$ cat src/rtl/gpio_bank_pkg.sv
package gpio_bank_pkg;
  localparam int ADDR_W = 6;

  localparam logic [ADDR_W-1:0] OFF_LEVEL    = 6'h00;
  localparam logic [ADDR_W-1:0] OFF_DOUT_SET = 6'h04;
  localparam logic [ADDR_W-1:0] OFF_DOUT_CLR = 6'h08;
  localparam logic [ADDR_W-1:0] OFF_DIR_SET  = 6'h0C;
  localparam logic [ADDR_W-1:0] OFF_DIR_CLR  = 6'h10;
  localparam logic [ADDR_W-1:0] OFF_PULL_OFF = 6'h14;
  localparam logic [ADDR_W-1:0] OFF_DIR_RD   = 6'h18;
  localparam logic [ADDR_W-1:0] OFF_DOUT_RD  = 6'h1C;
  localparam logic [ADDR_W-1:0] OFF_ALT      = 6'h20;
  localparam logic [ADDR_W-1:0] OFF_RISE_EN  = 6'h24;
  localparam logic [ADDR_W-1:0] OFF_FALL_EN  = 6'h28;
  localparam logic [ADDR_W-1:0] OFF_STAT     = 6'h2C;
  localparam logic [ADDR_W-1:0] OFF_STAT_CLR = 6'h30;
endpackage

$ cat src/rtl/gpio_bank_sync.sv
module gpio_bank_sync #(
  parameter int W = 32
) (
  input  logic         clk,
  input  logic         rst,
  input  logic [W-1:0] raw_in,
  output logic [W-1:0] sync_q,
  output logic [W-1:0] prev_q
);
  logic [W-1:0] meta_q;

  // two-flop synchroniser followed by a one-cycle history flop
  always_ff @(posedge clk) begin
    if (rst) begin
      meta_q <= '0;
      sync_q <= '0;
      prev_q <= '0;
    end else begin
      meta_q <= raw_in;
      sync_q <= meta_q;
      prev_q <= sync_q;
    end
  end

  // history flop follows the synchronised value by exactly one cycle
  assert_history_lag_R4: assert property (@(posedge clk) disable iff (rst)
    1'b1 |=> prev_q == $past(sync_q));
endmodule

$ cat src/rtl/gpio_bank_irq.sv
module gpio_bank_irq #(
  parameter int W = 32
) (
  input  logic         clk,
  input  logic         rst,
  input  logic [W-1:0] sync_q,
  input  logic [W-1:0] prev_q,
  input  logic [W-1:0] rise_en,
  input  logic [W-1:0] fall_en,
  input  logic         clr_we,
  input  logic [W-1:0] clr_mask,
  output logic [W-1:0] stat_q,
  output logic         irq
);
  logic [W-1:0] rise_evt, fall_evt, evt, stat_nx, clr_bits;

  always_comb begin
    rise_evt = sync_q & ~prev_q & rise_en;
    fall_evt = ~sync_q & prev_q & fall_en;
    evt      = rise_evt | fall_evt;
    clr_bits = clr_we ? clr_mask : '0;
    // a fresh event beats a clear of the same bit
    stat_nx  = (stat_q & ~clr_bits) | evt;
  end

  always_ff @(posedge clk) begin
    if (rst) begin
      stat_q <= '0;
      irq    <= 1'b0;
    end else begin
      stat_q <= stat_nx;
      irq    <= |stat_nx;
    end
  end

  assert_irq_or_R10: assert property (@(posedge clk) disable iff (rst)
    irq == (stat_q != '0));

  assert_sticky_R8: assert property (@(posedge clk) disable iff (rst)
    !clr_we |=> (stat_q & $past(stat_q)) == $past(stat_q));

  assert_set_wins_R9: assert property (@(posedge clk) disable iff (rst)
    1'b1 |=> (stat_q & $past(evt)) == $past(evt));

  assert_masked_R7: assert property (@(posedge clk) disable iff (rst)
    (rise_en == '0 && fall_en == '0 && clr_we == 1'b0) |=> stat_q == $past(stat_q));
endmodule

$ cat src/rtl/gpio_bank_regs.sv
module gpio_bank_regs
  import gpio_bank_pkg::*;
#(
  parameter int W = 32
) (
  input  logic              clk,
  input  logic              rst,
  input  logic              bus_en,
  input  logic              bus_wr,
  input  logic [ADDR_W-1:0] bus_addr,
  input  logic [W-1:0]      bus_wdata,
  output logic [W-1:0]      bus_rdata,
  input  logic [W-1:0]      level,
  input  logic [W-1:0]      stat,
  output logic [W-1:0]      dout_q,
  output logic [W-1:0]      dir_q,
  output logic [W-1:0]      poff_q,
  output logic [W-1:0]      alt_q,
  output logic [W-1:0]      rise_q,
  output logic [W-1:0]      fall_q,
  output logic              clr_we,
  output logic [W-1:0]      clr_mask
);
  logic          we, re;
  logic [W-1:0]  rd_mux;

  assign we       = bus_en & bus_wr;
  assign re       = bus_en & ~bus_wr;
  assign clr_we   = we && (bus_addr == OFF_STAT_CLR);
  assign clr_mask = bus_wdata;

  always_ff @(posedge clk) begin
    if (rst) begin
      dout_q <= '0;
      dir_q  <= '0;
      poff_q <= '0;
      alt_q  <= '0;
      rise_q <= '0;
      fall_q <= '0;
    end else if (we) begin
      case (bus_addr)
        OFF_DOUT_SET: dout_q <= dout_q | bus_wdata;
        OFF_DOUT_CLR: dout_q <= dout_q & ~bus_wdata;
        OFF_DIR_SET:  dir_q  <= dir_q | bus_wdata;
        OFF_DIR_CLR:  dir_q  <= dir_q & ~bus_wdata;
        OFF_PULL_OFF: poff_q <= bus_wdata;
        OFF_ALT:      alt_q  <= bus_wdata;
        OFF_RISE_EN:  rise_q <= bus_wdata;
        OFF_FALL_EN:  fall_q <= bus_wdata;
        default: ;
      endcase
    end
  end

  always_comb begin
    case (bus_addr)
      OFF_LEVEL:    rd_mux = level;
      OFF_PULL_OFF: rd_mux = poff_q;
      OFF_DIR_RD:   rd_mux = dir_q;
      OFF_DOUT_RD:  rd_mux = dout_q;
      OFF_ALT:      rd_mux = alt_q;
      OFF_RISE_EN:  rd_mux = rise_q;
      OFF_FALL_EN:  rd_mux = fall_q;
      OFF_STAT:     rd_mux = stat;
      default:      rd_mux = '0;
    endcase
  end

  always_ff @(posedge clk) begin
    if (rst)     bus_rdata <= '0;
    else if (re) bus_rdata <= rd_mux;
  end

  assert_dout_set_R2: assert property (@(posedge clk) disable iff (rst)
    (we && bus_addr == OFF_DOUT_SET) |=> (dout_q & $past(bus_wdata)) == $past(bus_wdata));

  assert_dout_clr_R2: assert property (@(posedge clk) disable iff (rst)
    (we && bus_addr == OFF_DOUT_CLR) |=> (dout_q & $past(bus_wdata)) == '0);

  assert_dir_clr_R3: assert property (@(posedge clk) disable iff (rst)
    (we && bus_addr == OFF_DIR_CLR) |=> (dir_q & $past(bus_wdata)) == '0);

  assert_rdata_hold_R4: assert property (@(posedge clk) disable iff (rst)
    !re |=> $stable(bus_rdata));
endmodule

$ cat src/rtl/gpio_bank.sv
module gpio_bank
  import gpio_bank_pkg::*;
#(
  parameter int W = 32
) (
  input  logic              clk,
  input  logic              rst,
  input  logic              bus_en,
  input  logic              bus_wr,
  input  logic [ADDR_W-1:0] bus_addr,
  input  logic [W-1:0]      bus_wdata,
  output logic [W-1:0]      bus_rdata,
  input  logic [W-1:0]      pad_in,
  output logic [W-1:0]      pad_out,
  output logic [W-1:0]      pad_oe,
  output logic [W-1:0]      pad_pull_en,
  output logic [W-1:0]      pad_pull_up,
  output logic [W-1:0]      pad_alt,
  output logic              irq
);
  logic [W-1:0] sync_q, prev_q, stat_q;
  logic [W-1:0] dout_q, dir_q, poff_q, alt_q, rise_q, fall_q, clr_mask;
  logic         clr_we;

  gpio_bank_sync #(.W(W)) u_sync (
    .clk(clk), .rst(rst), .raw_in(pad_in), .sync_q(sync_q), .prev_q(prev_q)
  );

  gpio_bank_regs #(.W(W)) u_regs (
    .clk(clk), .rst(rst), .bus_en(bus_en), .bus_wr(bus_wr), .bus_addr(bus_addr),
    .bus_wdata(bus_wdata), .bus_rdata(bus_rdata), .level(sync_q), .stat(stat_q),
    .dout_q(dout_q), .dir_q(dir_q), .poff_q(poff_q), .alt_q(alt_q),
    .rise_q(rise_q), .fall_q(fall_q), .clr_we(clr_we), .clr_mask(clr_mask)
  );

  gpio_bank_irq #(.W(W)) u_irq (
    .clk(clk), .rst(rst), .sync_q(sync_q), .prev_q(prev_q),
    .rise_en(rise_q), .fall_en(fall_q), .clr_we(clr_we), .clr_mask(clr_mask),
    .stat_q(stat_q), .irq(irq)
  );

  // pad controls decode straight from flops, so they are glitch-free
  assign pad_out     = dout_q;
  assign pad_alt     = alt_q;
  assign pad_oe      = dir_q & ~alt_q;
  assign pad_pull_en = ~dir_q & ~poff_q & ~alt_q;
  assign pad_pull_up = dout_q;

  assert_pull_vs_drive_R5: assert property (@(posedge clk) disable iff (rst)
    (pad_pull_en & pad_oe) == '0);

  assert_alt_quiet_R6: assert property (@(posedge clk) disable iff (rst)
    ((pad_oe | pad_pull_en) & pad_alt) == '0);
endmodule

$ cat config.mk
export PLATFORM = sky130hd
export DESIGN_NAME = gpio_bank
export DESIGN_NICKNAME = d
export VERILOG_FILES = /design/src/rtl/gpio_bank_pkg.sv /design/src/rtl/gpio_bank_sync.sv /design/src/rtl/gpio_bank_irq.sv /design/src/rtl/gpio_bank_regs.sv /design/src/rtl/gpio_bank.sv
export SDC_FILE = /design/constraint.sdc
export NUM_CORES = 1
export LEC_CHECK = 0
export BUFFER_PORTS_ARGS = -buffer_cell sky130_fd_sc_hd__buf_4
export CORE_UTILIZATION = 30
export DETAILED_ROUTE_END_ITERATION = 8
export PLACE_DENSITY = 0.6
export SLEW_MARGIN = 5
export SYNTH_ARGS = -nofsm -noshare
export SYNTH_HDL_FRONTEND = slang
export SYNTH_SLANG_ARGS = --single-unit
$ cat constraint.sdc
create_clock -name clk -period 3.18 [get_ports clk]
set_input_delay 0.636 -clock clk [delete_from_list [all_inputs] [get_ports clk]]
set_output_delay 0.636 -clock clk [all_outputs]
set_load 0.05 [all_outputs]
==> results.ini <==
[routing]
num_vias=14000
wire_per_inst_um=20.9
top_layer=met4
drtAntennaViolNets=0
drtIter0Drc=1165
wl_met2_um=25500
met1_length_um=23700
routed_via_density=5.35
wl_met3_um=3700
routed_wl_um=54500
dr.pass1.iters=5
route.detailed.drc=0

[yosys]
synth_edf_count=0
syn_inst=1762
synth_nets=1836
synth-warning-count=0
synth.area.top_cells=dfxtp_1 (48%), nand2_1 (8.2%), a21oi_1 (8.0%), nor2b_1 (5.5%), and3_1 (4.3%)
syn-cell-area_mm2=0.0149
avgSynthCellArea_um2=8.43
ys.flop_type=dfxtp_1
yosysMostFrequentCell=dfxtp_1
yosysUniqueCellTypes=37
yosys.area.top_type=dfxtp_1
synth_top_cell_area_share=0.476
ys_top_cells_by_count=dfxtp_1 (353), nand2_1 (325), a21oi_1 (237)
synth-seq-area-share=0.476
async_reset_ff_frac=0
ys_seq_elements=353

[cells_and_area]
syn2layout_area_growth_pct=25.4
fillCellCount=4964
drive_gt1_frac=0.211
design.final.nets=1995
seq_area_mm2=0.00707
final-instance-count-excl-fill=2610
multi_input_area_mm2=0.00678

[place]
place_hpwl_um=36800
place.gp.congestion=0.818
place.port_buffers=266
dp_cells=2544

[grt]
grt_pass1_wl_um=81700
grt_pass1_vias=13200
grt_overflow=0
grt_use_total=0.211
grt_antenna_before_repair=0
grt_max_degree=95

[floorplan]
floorplan.rows=81
start_util=0.304
die-area_mm2=0.0504
core-area_mm2=0.0488
ioPinCount=267
die_h_um=225
die_w_um=225

[clock_tree]
cts_num_sinks=353
cts_made_buffers=39
cts_resized=0
cts_root_buf=clkbuf_16
cts_buffer_depth=3
cts_hold_buf=0
cts_tree=built
post_cts_buffers=0
clkLatencyLatePin_ps=560
htreeDepth=2
clk_pin_slew_ps=60

[power]
pwr-share-comb=0.046
ir_drop_mv=0.248
pwr-share-seq=0.462
p_leak_uw=0.00693
p_switching_uw=2200
p_clk_frac=0.492
powerDensity_mw_per_mm2=525
p_sw_frac=0.225
p_int_uw=7580

[timing]
finClkSkew_ps=21.0
hold_violations=0
fin_crit_sh=0.682
min_period_ps=2170
rsz0062_at_grt=no
report.final.slew_viol_count=0
finalSetupViolCount=0
maxSlewHeadroom=0.464
finalSetupTns_ps=0
max_freq_ghz=0.461
tightest_slew_ps=797

[run_status]
outcome=finished clean

[setup_path]
critical_path_buf_inv_count=0
r2r_cells=5
cp_top_family=simple AND/OR/NAND/NOR gates
cp.required_ps=3550
setup.worst_path.class=reg2reg
cpPeakStageDelay_ps=720
path_depth=5
worstPathCellList=nor4_1 > nand4_1 > o21ai_0 > and3_1 > a41oi_1
setup.worst_path.end_class=flop
critPathSlowestCell=nor4_1
crit_path_start_kind=flop
crit_fanout=4
arrival_ps=2540

[worst_hold_path]
hp-class=in2reg
holdPathStages=2

[job]
maxCapViolCount=0

cell usage in the layout, fill, tap and decap left out, types with 4 or more instances in the layout:
master       n
a2111oi_0   32
nor2_1      33
and2_2       4
clkbuf_1     8
nor4_1      16
a21oi_1    236
a31o_1      32
a22oi_1     63
nand2_1    325
nand3b_1    32
clkbuf_8     5
buf_4      307
bufinv_16    6
nor3_1      32
o221ai_1    32
a311oi_1    32
dfxtp_1    353
a21oi_2     20
inv_1       32
buf_12       9
a211oi_1    32
clkbuf_16   41
nor2b_1    129
and3_1      99
power by group through the flow:
stage | Clock (uW) | Sequential (uW) | Combinational [uW]
global placement | 0 | 4610 | 444
CTS | 4890 | 4520 | 450
finish | 4810 | 4520 | 452
global route | 5060 | 4520 | 481
floorplan | 0 | 4610 | 245
detailed placement | 0 | 4610 | 449
through the flow:
stage,utilization,total power (uW),cell area [um2],hold slack (ps),setup WS (ps)
after floorplan,-,4850,14900,414,934
after global placement,0.354,5060,17300,419,625
after detailed placement,0.354,5060,17300,426,542
after CTS,0.381,9850,18600,271,954
after global routing,0.381,10100,18600,285,980
final,0.381,9770,18600,300,1010
metal layers:
| layer | vias to the layer above | GRT usage |
|---|---|---|
| met5 | - | 0 |
| met4 | 0 | 0.0755 |
| met3 | 99 | 0.0346 |
| met2 | 615 | 0.343 |
| met1 | 6752 | 0.280 |
| li1 | 6499 | - |
worst register-to-register path, stage by stage (launching register included):
cell     delay (ps)
dfxtp_1         350
nor4_1          720
nand4_1         260
o21ai_0         200
and3_1          240
a41oi_1         210
final timing paths:
| check | startpoint | to | slack (ps) |
|---|---|---|---|
| max | u_irq.stat_q[9]$_SDFF_PP0_ | u_irq.irq$_SDFF_PP0_ | 1010 |
| min | pad_in[8] | u_sync.meta_q[8]$_SDFF_PP0_ | 300 |
| max reg2reg | u_irq.stat_q[9]$_SDFF_PP0_ | u_irq.irq$_SDFF_PP0_ | 1010 |
| min reg2reg | u_sync.meta_q[15]$_SDFF_PP0_ | u_sync.sync_q[15]$_SDFF_PP0_ | 440 |
logic make-up after synthesis:
family          synth area share
simple gates               0.233
buf+inv                   0.0731
flops                      0.476
xor+xnor                0.000590
compound gates             0.218
cell type report:
class / count / area share
inverter: 32 / 0.00645
sequential: 353 / 0.379
multi-input combinational: 1178 / 0.364
clock buffer: 54 / 0.0604
clock inverter: 11 / 0.0114
antenna: 1 / 0.000134
tap: 664 / 0.0446
timing repair buffer: 317 / 0.134
Note: power is estimated with default switching activity, not from simulation.
